===== src/rtl/wst_pkg.sv =====
package wst_pkg;
  localparam int CODE_W = 4;
  localparam int CNT_W  = 6;

  typedef enum logic [1:0] {
    ST_IDLE = 2'd0,
    ST_TOP  = 2'd1,
    ST_BEAT = 2'd2
  } wst_state_e;
endpackage


===== src/rtl/wst_area_cfg.sv =====
module wst_area_cfg
  import wst_pkg::*;
#(
  parameter int AREA_W    = 1,
  parameter int NUM_AREAS = 2
) (
  input  logic [CODE_W*NUM_AREAS-1:0] area_code_i,
  input  logic [NUM_AREAS-1:0]        area_card_i,
  input  logic [AREA_W-1:0]           area_sel_i,
  output logic [CODE_W-1:0]           eff_code_o
);
  logic [CODE_W-1:0] eff_code [NUM_AREAS];

  // high code bit only counts in PC-card mode
  for (genvar k = 0; k < NUM_AREAS; k++) begin : g_area
    assign eff_code[k] = {area_code_i[CODE_W*k+CODE_W-1] & area_card_i[k],
                          area_code_i[CODE_W*k +: CODE_W-1]};
  end

  assign eff_code_o = eff_code[area_sel_i];
endmodule


===== src/rtl/wst_code_decode.sv =====
module wst_code_decode
  import wst_pkg::*;
(
  input  logic [CODE_W-1:0] code_i,
  output logic [CNT_W-1:0]  top_waits_o,
  output logic [CNT_W-1:0]  beat_last_o
);
  // piecewise-linear: step 1 up to 4, step 2 up to 9, step 4 beyond
  always_comb begin
    logic [CNT_W-1:0] c;
    c = CNT_W'(code_i);
    if (code_i <= 4'd4)      top_waits_o = c;
    else if (code_i <= 4'd9) top_waits_o = (c << 1) - CNT_W'(4);
    else                     top_waits_o = (c << 2) - CNT_W'(22);
  end

  // beat states minus one: code 0 takes 2 states, others waits+1
  assign beat_last_o = (code_i == '0) ? CNT_W'(1) : top_waits_o;
endmodule


===== src/rtl/wst_seq.sv =====
module wst_seq
  import wst_pkg::*;
#(
  parameter int LEN_W = 3
) (
  input  logic              clk_i,
  input  logic              rst_ni,
  input  logic              start_i,
  input  logic [CODE_W-1:0] code_i,
  input  logic [CNT_W-1:0]  top_waits_i,
  input  logic [LEN_W-1:0]  len_i,
  input  logic [CNT_W-1:0]  beat_last_i,
  input  logic              wait_i,
  output logic [CODE_W-1:0] code_q_o,
  output logic              ready_o,
  output logic              done_o,
  output logic              busy_o
);
  wst_state_e        st_q;
  logic [CNT_W-1:0]  cnt_q;
  logic [LEN_W-1:0]  beats_q;
  logic [CODE_W-1:0] code_q;
  logic              ready_q, done_q;
  logic              hold;

  // top transfer with code 0 ignores WAIT; beats always honour it
  assign hold = wait_i && ((st_q == ST_BEAT) || (code_q != '0));

  always_ff @(posedge clk_i or negedge rst_ni) begin
    if (!rst_ni) begin
      st_q    <= ST_IDLE;
      cnt_q   <= '0;
      beats_q <= '0;
      code_q  <= '0;
      ready_q <= 1'b0;
      done_q  <= 1'b0;
    end else begin
      ready_q <= 1'b0;
      done_q  <= 1'b0;
      unique case (st_q)
        ST_IDLE: begin
          if (start_i) begin
            st_q    <= ST_TOP;
            cnt_q   <= top_waits_i;
            beats_q <= len_i;
            code_q  <= code_i;
          end
        end
        ST_TOP, ST_BEAT: begin
          if (cnt_q != '0) begin
            cnt_q <= cnt_q - CNT_W'(1);
          end else if (!hold) begin
            ready_q <= 1'b1;
            if (beats_q == '0) begin
              st_q   <= ST_IDLE;
              done_q <= 1'b1;
            end else begin
              beats_q <= beats_q - LEN_W'(1);
              st_q    <= ST_BEAT;
              cnt_q   <= beat_last_i;
            end
          end
        end
        default: st_q <= ST_IDLE;
      endcase
    end
  end

  assign code_q_o = code_q;
  assign ready_o  = ready_q;
  assign done_o   = done_q;
  assign busy_o   = (st_q != ST_IDLE);
endmodule


===== src/rtl/wait_state_timer.sv =====
module wait_state_timer
  import wst_pkg::*;
#(
  parameter int AREA_W = 1,
  parameter int LEN_W  = 3,
  localparam int NUM_AREAS = 1 << AREA_W
) (
  input  logic                        clk_i,
  input  logic                        rst_ni,
  input  logic [CODE_W*NUM_AREAS-1:0] area_code_i,
  input  logic [NUM_AREAS-1:0]        area_card_i,
  input  logic                        start_i,
  input  logic [AREA_W-1:0]           area_sel_i,
  input  logic [LEN_W-1:0]            burst_len_i,
  input  logic                        wait_i,
  output logic                        ready_o,
  output logic                        done_o,
  output logic                        busy_o
);
  logic [CODE_W-1:0] eff_code, code_q;
  logic [CNT_W-1:0]  top_waits, beat_last, unused_waits, unused_last;

  wst_area_cfg #(.AREA_W(AREA_W), .NUM_AREAS(NUM_AREAS)) u_cfg (
    .area_code_i(area_code_i),
    .area_card_i(area_card_i),
    .area_sel_i (area_sel_i),
    .eff_code_o (eff_code)
  );

  // live decode loads the top count; captured decode drives the beats
  wst_code_decode u_dec_live (
    .code_i     (eff_code),
    .top_waits_o(top_waits),
    .beat_last_o(unused_last)
  );

  wst_code_decode u_dec_held (
    .code_i     (code_q),
    .top_waits_o(unused_waits),
    .beat_last_o(beat_last)
  );

  wst_seq #(.LEN_W(LEN_W)) u_seq (
    .clk_i      (clk_i),
    .rst_ni     (rst_ni),
    .start_i    (start_i),
    .code_i     (eff_code),
    .top_waits_i(top_waits),
    .len_i      (burst_len_i),
    .beat_last_i(beat_last),
    .wait_i     (wait_i),
    .code_q_o   (code_q),
    .ready_o    (ready_o),
    .done_o     (done_o),
    .busy_o     (busy_o)
  );

  logic unused_ok;
  assign unused_ok = ^{unused_waits, unused_last};
endmodule


===== config.mk =====
export PLATFORM = sky130hd
export DESIGN_NAME = wait_state_timer
export DESIGN_NICKNAME = d
export VERILOG_FILES = /design/src/rtl/wst_pkg.sv /design/src/rtl/wst_area_cfg.sv /design/src/rtl/wst_code_decode.sv /design/src/rtl/wst_seq.sv /design/src/rtl/wait_state_timer.sv
export SDC_FILE = /design/constraint.sdc
export NUM_CORES = 1
export LEC_CHECK = 0
export BUFFER_PORTS_ARGS = -buffer_cell sky130_fd_sc_hd__clkbuf_2
export CAP_MARGIN = 15
export CORE_ASPECT_RATIO = 1.75
export CORE_MARGIN = 4
export CORE_UTILIZATION = 50
export DETAILED_ROUTE_END_ITERATION = 6
export PLACE_DENSITY = 0.69
export SYNTH_ARGS = -nofsm -noshare
export SYNTH_HDL_FRONTEND = slang
export SYNTH_HIERARCHICAL = 1
export SYNTH_SLANG_ARGS = --single-unit

===== constraint.sdc =====
create_clock -name clk_i -period 5.15 [get_ports clk_i]
set_clock_uncertainty 0.15 [all_clocks]
set_input_delay 0.515 -clock clk_i [delete_from_list [all_inputs] [get_ports clk_i]]
set_output_delay 0.515 -clock clk_i [all_outputs]
set_load 0.005 [all_outputs]

Yosys cells after proc, flatten, opt, wreduce, memory -nomap -nowiden:

Index checks and enable logic that the tools add are counted.

* bits in registers: 17
* input port bits: 18
* output and inout bits: 3
* word-level logic and storage cells: 72

* add/subtract/negate cells: 6
* order comparisons: 5
* equal/unequal tests: 8
* multiplexer cells: 30
* bitwise gates (word level): 3
* reductions and logical operators: 14

Operators with widths (number)
* $mux 6: 9
* $mux 3: 4
* $mux 4: 3
* $pmux 6 s2: 1
* $sub 5x3->6 const B: 2
* $sub 6x5->6 const B: 2
* $le 4x3->1 const B: 2
* $le 4x4->1 const B: 2
* $mux 2: 4
* $ne 2x2->1 const B: 4
* $mux 1: 7
* $pmux 3 s2: 1
* $reduce_bool 6->1: 1
* $sub 6x1->6 const B: 1
* $reduce_and 5->1: 1
* $logic_not 4->1: 1
* $pmux 2 s2: 1
* $reduce_and 4->1: 1
* $reduce_bool 2->1: 2
* $reduce_bool 4->1: 1
* $logic_not 3->1: 1
* $ne 3x2->1 const B: 1
* $ne 3x3->1 const B: 1
* $reduce_and 3->1: 1
* other kinds (11): 12

Depth between registers and ports, before layout:

Gate-level depths: netlist of the first run.

* word-level depth: 9
* depth in mapped cells: 11
* gate-level depth less buffers: 10

Cells and area by module:

Netlist of the first run, hierarchy kept.

Modules (own cells, without submodules)
* wst_seq: times used 1, cells an instance 122, area each 1137.3 um^2, sequential area each 425.4 um^2
* wst_code_decode: times used 2, cells an instance 32, area each 217.7 um^2, sequential area each 0.0 um^2
* wst_area_cfg: times used 1, cells an instance 6, area each 47.5 um^2, sequential area each 0.0 um^2

Worst setup path before layout of the first run:

Ideal clock, no wire load.

* path type: input -> register
* from: input port area_sel_i
* to: register u_seq.cnt_q[4]
* setup time: 0.126 ns
* arrival: 2.044 ns
* slack: 2.829 ns
* stages on the path: 10
* cells stage by stage: mux2_2 > buf_6 > inv_1 > ha_1 > inv_1 > o22ai_2 > a22o_1 > nor2b_1 > a31oi_1 > o21ai_0

* word-level cells in the longest chain between the ends: 9
* elaborated cells between the ends (all ways): 12

Ends and longest elaborated chain
* start: declaration: RTL line wait_state_timer.sv:13 `input logic [AREA_W-1:0] area_sel_i,`
* $not 1->2 (not written as such) (*): RTL line wst_area_cfg.sv:20 `assign eff_code_o = eff_code[area_sel_i];`
* $mux 4 (not written as such) (*) (3 in series): RTL line wst_area_cfg.sv:20
* $sub 6x5->6, or another cell as far along: RTL line wst_code_decode.sv:14 `else top_waits_o = (c << 2) - CNT_W'(22);`
* $mux 6: RTL line wst_code_decode.sv:13 `else if (code_i <= 4'd9) top_waits_o = (c << 1) - CNT_W'(4);`
* $mux 6 (*): RTL line wst_code_decode.sv:12 `if (code_i <= 4'd4) top_waits_o = c;`
* via top_waits[4]: RTL line wait_state_timer.sv:21 `logic [CNT_W-1:0] top_waits, beat_last, unused_waits, unused_last;`
* $mux 6 (*): RTL line wst_seq.sv:42 `if (start_i) begin`
* $pmux 6 s2 (*): RTL line wst_seq.sv:40 `unique case (st_q)`
* end signal: assignment: RTL line wst_seq.sv:44 `cnt_q <= top_waits_i;`
* end signal: assignment: RTL line wst_seq.sv:51 `cnt_q <= cnt_q - CNT_W'(1);`
* end signal: assignment: RTL line wst_seq.sv:60 `cnt_q <= beat_last_i;`
* end: declaration: RTL line wst_seq.sv:20 `logic [CNT_W-1:0] cnt_q;`

The timed path passes the listed nets; every way through them passes the cells marked *. The select of a mux whose other input is x is not followed.
A chain may end at the register's enable or synchronous reset.

Worst setup path after layout of the first run:

* from: register u_seq.st_q[1]
* to: register u_seq.cnt_q[5]

* word-level cells in the longest chain between the ends: 5
* elaborated cells between the ends (all ways): 12

Ends and longest elaborated chain
* start: declaration: RTL line wst_seq.sv:19 `wst_state_e st_q;`
* start signal: assignment: RTL line wst_seq.sv:31 `st_q <= ST_IDLE;`
* start signal: assignment: RTL line wst_seq.sv:43 `st_q <= ST_TOP;`
* start signal: assignment: RTL line wst_seq.sv:55 `st_q <= ST_IDLE;`
* $eq 2x2->1: RTL line wst_seq.sv:27, wst_seq.sv:40
* $logic_or 1x1->1: RTL line wst_seq.sv:27 `assign hold = wait_i && ((st_q == ST_BEAT) || (code_q != '0));`
* $logic_and 1x1->1: RTL line wst_seq.sv:27
* $ne 3x3->1 (no source line)
* $reduce_and 4->1 (no source line)

Parallel ways exist; a longest one is shown, timed or not.

==> results of run 1 <==
[sequential cells by signal, indices dropped and copies added, names as in the netlist]
register        cells
u_seq/ready_o       1
u_seq/code_q_o      4
u_seq/cnt_q         6
u_seq/beats_q       3
u_seq/done_o        1
u_seq/st_q          2
[cell usage in the layout (no fill, tap or decap), drive strengths merged, types with 3 or more instances in the layout]
cell type and instances:
a21oi 9, a22o 3, a31oi 5, and2 3, and3 4, clkbuf 23
dfrtp 17, ha 12, inv 19, mux2 11, mux2i 3, nand2 12
nand3 5, nor2 11, nor2b 3, nor3 4, o211ai 3, o21ai 15
o22ai 4, or2 3
[final timing paths]
path                       cells past startpoint              from                end  slack (ps)
setup / recovery                               6     u_seq/st_q[1]     u_seq/cnt_q[5]        2490
hold / removal                                 1            rst_ni     u_seq/cnt_q[2]          30
setup reg to reg                               6     u_seq/st_q[1]     u_seq/cnt_q[5]        2490
hold reg to reg                                1  u_seq/beats_q[0]   u_seq/beats_q[0]         400
max in group asynchronous                      1            rst_ni  u_seq/code_q_o[1]        4510
min in group clk_i                             1  u_seq/beats_q[0]   u_seq/beats_q[0]         400
[power by group through the flow]
stage          combinational, W  clock, W  sequential (W)
6_report               0.000669  0.000103        0.000279
2_1_floorplan          0.000584         0        0.000248
5_1_grt                0.000735  0.000111        0.000293
4_1_cts                0.000666  0.000104        0.000277
3_3_place_gp           0.000640         0        0.000275
3_5_place_dp           0.000664         0        0.000280
[through the flow]
step	hold WS [ps]	power, W	std cells	setup slack, ps	util [%]
finish	25.45	0.001051	221	2487	55.98
floorplan	69.41	0.0008321	179	2904	-
global placement	316.7	0.0009156	217	2625	54.32
global route	53.12	0.001140	221	2374	55.98
CTS	43.33	0.001048	221	2520	55.98
detailed placement	323.3	0.0009438	217	2508	54.32
[final cells by class]
class	count	area (um^2)	share of cell area, %
Clock buffer	3	41.29	2.519
Multi-Input combinational cell	133	958.4	58.47
Timing Repair Buffer	20	100.1	6.107
Clock inverter	1	7.507	0.4580
Inverter	19	71.32	4.351
Sequential cell	17	425.4	25.95
Tap cell	28	35.03	2.137
[worst max-delay path, stage by stage, from the launching register on]
cell,delay (ps)
dfrtp_1,410
inv_1,90
ha_1,780
a21boi_0,380
a41o_1,420
a311oi_1,250
a21o_2,130
[routing by layer]
layer	up-vias	share of wire [%]	track usage, %
met5	-	0	0
met4	0	3.2	8.310
met3	14	2.7	1.835
met2	39	54	33.29
met1	642	40	17.14
li1	665	-	-
==> metrics.cfg, run 1 <==
[die]
die_h_um = 81.18
core-area_um2 = 2928
rows = 26
fp.dieW_um = 49.82
initial_core_util_pct = 52.26
num_io_pins = 21
dieArea_um2 = 4044

[detailed_routing]
drt-vias-per-instance = 6.154
drtAntennaViolNets = 0
drtIter0Drc = 38
wl_per_cell_um = 15.68
num_vias = 1360
wirelength_mm = 3.465
drtPass1Iterations = 4
drc = 0

[clock_network]
cts_resized = 0
cts_setup_buffers = 0
htreeDepth = 1
clk_pin_slew_ps = 80
clock_path_buffers = 2
cts_made_buffers = 3
cts_root_buf = clkbuf_8
hold_buffers = 0
clock-sinks = 17
cts_tree = yes
clkLatencyLatePin_ps = 260

[sta]
rsz0062_at_grt = no
hold_viol = 0
maxSlewHeadroom_pct = 33.50
fin_crit_ps = 2663
slew_viol_final = 0
fin_tns_setup_ps = 0
max_freq_ghz = 0.3755
period_share_pct = 51.71
setup_viol = 0
tightest_slew_ps = 987.1

[power]
swShare_pct = 47.71
p_clk_share_pct = 9.8
vdd_drop_max_mv = 0.6313
seq_power_share_pct = 26.6
comb_power_share_pct = 63.6
leakage_nw = 0.7960
power.density_nw_per_um2 = 641.2
power.switching_w = 0.0005014
p_int_w = 0.0005496

[grt]
grt_pass1_wl_mm = 5.326
grt_pass1_vias = 1294
antenna_found_initial = 0
gr-total-overflow = 0
grt_max_degree = 29
grt.total_usage_pct = 16.92

[worst_hold_path]
min_path_type = input pin to async pin

[critical_path]
path_max_fanout = 28
cp.arrival_ps = 2720
required_ps = 5210
path_class = flop to flop
crit_path_start_kind = flop
end_kind = flop

[cells_and_area]
design_area_um2 = 1639
nFillCells = 271
drive_gt1_share_pct = 23.32
area_growth_pct = 7.113
nets = 224
n_antenna_cell = 0

[outcome]
run_status = finished, final reports clean

[place]
portBuffers = 20
dpl-instance-area_um2 = 1590
place_congestion = 0.9717
post-dp-hpwl_mm = 2.728

[synth]
yosysWarnings = 6
synth_nets = 209
syn_inst = 179
syn_avg_cell_area_um2 = 8.549
syn-cell-area_um2 = 1530

[flow_run]
cap_violations = 0

Note: power is estimated with default switching activity, not from simulation.
==> inputs of run 2 (changes only) <==
--- a/config.mk
+++ b/config.mk
@@ -11,7 +11,7 @@
 export CORE_MARGIN = 4
 export CORE_UTILIZATION = 50
 export DETAILED_ROUTE_END_ITERATION = 6
-export PLACE_DENSITY = 0.69
+export PLACE_DENSITY = 0.71
 export SYNTH_ARGS = -nofsm -noshare
 export SYNTH_HDL_FRONTEND = slang
 export SYNTH_HIERARCHICAL = 1
==> constraint.sdc (replaced) <==
create_clock -name clk_i -period 2.2 [get_ports clk_i]
set_clock_uncertainty 0.15 [all_clocks]
set_input_delay 0.22 -clock clk_i [delete_from_list [all_inputs] [get_ports clk_i]]
set_output_delay 0.22 -clock clk_i [all_outputs]
set_load 0.005 [all_outputs]
==> run 2 against run 1 <==
The flow now finishes with violations (setup timing). Sequential power increased by 110%. Worst hold slack gained 83 ps. Global-route usage up 4.2 points. Clock power grew 130%. Count of clock-buffer cells in the layout did not move. Non-clock buffer count rose by 25. Total power grew to 2.9 times the previous value. Cell count grew 12%. First-iteration DRC count increased by 84%. Largest cell class unchanged.
==> metrics.cfg, run 2 (same netlist as run 1, synthesis figures left out) <==
[cells_and_area]
design_area_um2 = 1916  ; +17%
drive_gt1_share_pct = 37.44  ; +14 points
regArea_um2 = 425.4  ; unchanged
final_common_cell = buf_4
nets = 250  ; +12%
multi_input_area_um2 = 1044  ; +8.9%
top_register = u_seq/cnt_q
area_growth_pct = 25.18
largest_reg_flops = 6  ; unchanged
final_cell_mix = buf_4 (23), clkbuf_2 (20), dfrtp_1 (17)
nFillCells = 248  ; -8.5%
n_antenna_cell = 0  ; unchanged

[critical_path]
reg2reg_to = u_seq/cnt_q[5]
worstPathCellList = ha_4 > or3_4 > or4_4 > a41o_4 > a311oi_2 > a21o_2
required_ps = 2240  ; -2970 ps
ff2ff_path_depth = 6  ; unchanged
critical-path-top-delay-family = simple AND/OR/NAND/NOR gates
rrSetupSlack_ps = -40  ; -2520 ps
slowest_stage = or4_4
path_class = flop to flop
cp.arrival_ps = 2280  ; -440 ps
crit_buf_inv = 0  ; -1
path_max_fanout = 5  ; -82%
reg2reg_from = u_seq/st_q[1]
crit_path_start_kind = flop
end_kind = flop
max_stage_delay_ps = 440  ; -340 ps

[clock_network]
cts_root_buf = clkbuf_8
cts_tree = yes
htreeDepth = 1  ; unchanged
clk_pin_slew_ps = 70  ; about the same
clock_path_buffers = 2  ; unchanged
clock-sinks = 17  ; unchanged
clkLatencyLatePin_ps = 250  ; about the same
cts_made_buffers = 3  ; unchanged

[power]
vdd_drop_max_mv = 1.368  ; +120%
comb_power_share_pct = 72.7  ; +9.1 points
p_int_w = 0.001650  ; +200%
total_power_w = 0.003014  ; +190%
power.density_nw_per_um2 = 1573  ; +150%
seq_power_share_pct = 19.6  ; -7.0 points
leakage_nw = 0.9349  ; +17%
p_clk_share_pct = 7.7  ; -2.1 points
power.switching_w = 0.001364  ; +170%
swShare_pct = 45.24  ; -2.5 points

[sta]
tightest_slew_ps = 584.6  ; -402.5 ps
period_share_pct = 101.6  ; +50 points
slew_viol_final = 0  ; unchanged
setup_viol = 1  ; +1
rsz0062_at_grt = yes
max_freq_ghz = 0.4473  ; +19%
setup_ws_ps = -35.54  ; -2523 ps
fin_crit_ps = 2236  ; -427.3 ps
hold_viol = 0  ; unchanged
fin_tns_setup_ps = -35.54  ; -35.54 ps
whs_ps = 108.1  ; +82.65 ps
maxSlewHeadroom_pct = 60.68  ; +27 points

[place]
place_congestion = 0.8989  ; -7.5%
post-place-ws_ps = -145.4  ; -2653 ps
dpl-instance-area_um2 = 1765  ; +11%
portBuffers = 20  ; unchanged
post-dp-hpwl_mm = 3.018  ; +11%

[outcome]
violations = setup timing
run_status = finished, violations left

[grt]
grt_pass1_vias = 1454  ; +12%
grt_max_degree = 29  ; unchanged
antenna_found_initial = 0  ; unchanged
grt.total_usage_pct = 21.07  ; +4.2 points
gr-total-overflow = 0  ; unchanged
grt_pass1_wl_mm = 6.555  ; +23%

[detailed_routing]
wirelength_mm = 3.880  ; +12%
drtPass1Iterations = 4  ; unchanged
drc = 0  ; unchanged
num_vias = 1459  ; +7.3%
drtAntennaViolNets = 0  ; unchanged
drtIter0Drc = 70  ; +84%
drt-vias-per-instance = 5.907  ; -4.0%
wl_per_cell_um = 15.71  ; +0.19%

[die]
die_h_um = 81.18  ; unchanged
initial_core_util_pct = 52.26  ; unchanged
core-area_um2 = 2928  ; unchanged
fp.dieW_um = 49.82  ; unchanged
rows = 26  ; unchanged
num_io_pins = 21  ; unchanged
dieArea_um2 = 4044  ; unchanged

[flow_run]
cap_violations = 0  ; unchanged

[worst_hold_path]
min_path_type = input pin to flop
min_from = burst_len_i[1]
hold_depth = 3
holdPathEnd = u_seq/beats_q[1]

-- run 2: cell types whose count changed in the layout (fill, tap and decap cells not counted), sizes merged --
| cell | previous run | this run |
|---|---|---|
| buf | 0 | 24 |
| a41o | 1 | 2 |
| dlygate4sd3 | 0 | 1 |
| clkinvlp | 1 | 0 |
| clkinv | 0 | 1 |
-- run 2: layer usage --
| layer | vias up | share of wire [%] | routed length, um | GRT usage (%) |
|---|---|---|---|---|
| met5 | - | 0 | 0 | 0 |
| li1 | 727 | - | - | - |
| met1 | 696 | 36 | 1412 | 23.00 |
| met2 | 30 | 59 | 2304 | 41.38 |
| met4 | 0 | 1.8 | 68 | 7.479 |
| met3 | 6 | 2.4 | 95 | 1.651 |
-- run 2: through the flow --
| step | cells | util, % |
|---|---|---|
| finish | 247 | 65.43 |
| global route | 247 | 65.43 |
| CTS | 247 | 64.74 |
| detailed placement | 240 | 60.30 |
| global placement | 240 | 60.30 |
| floorplan | 179 | - |
-- run 2: worst max-delay path by stage --
stage                   from        endpoint  cells after the start
2_1_floorplan  u_seq/st_q[0]  u_seq/cnt_q[5]                      7
3_3_place_gp   u_seq/st_q[0]  u_seq/cnt_q[5]                      7
3_5_place_dp   u_seq/st_q[0]  u_seq/cnt_q[1]                      7
4_1_cts        u_seq/st_q[1]  u_seq/cnt_q[5]                      6
5_1_grt        u_seq/st_q[0]  u_seq/cnt_q[5]                      7
6_report       u_seq/st_q[1]  u_seq/cnt_q[5]                      6
-- run 2: final cells by class --
type	instances	area share (%)
multi-input combinational	134	54.47
sequential	17	22.21
timing repair buffer	45	15.35
inverter	19	3.723
clock buffer	3	2.155
tap	28	1.829
clock inverter	1	0.2613
-- run 2: worst reg2reg max path: stages, from the launching register on --
cell	delay, ps
dfrtp_1	410
ha_4	170
or3_4	390
or4_4	440
a41o_4	310
a311oi_2	200
a21o_2	120
-- run 2: repair_timing --
action	4_1_cts	5_1_grt
gates cloned	1	0
hold buffers	1	0
setup endpoints to repair	8	10
pin swaps	3	4
hold endpoints to repair	17	0
buffers inserted	1	0
gates resized for setup	14	5
-- run 2: power by group through the flow --
stage,logic [W],clock network [W],registers (W)
after detailed placement,0.00193,0,0.000587
after floorplan,0.00137,0,0.000582
after CTS,0.00214,0.000238,0.000584
final,0.00219,0.000233,0.000591
after global placement,0.00185,0,0.000582
after global routing,0.00242,0.000255,0.000611
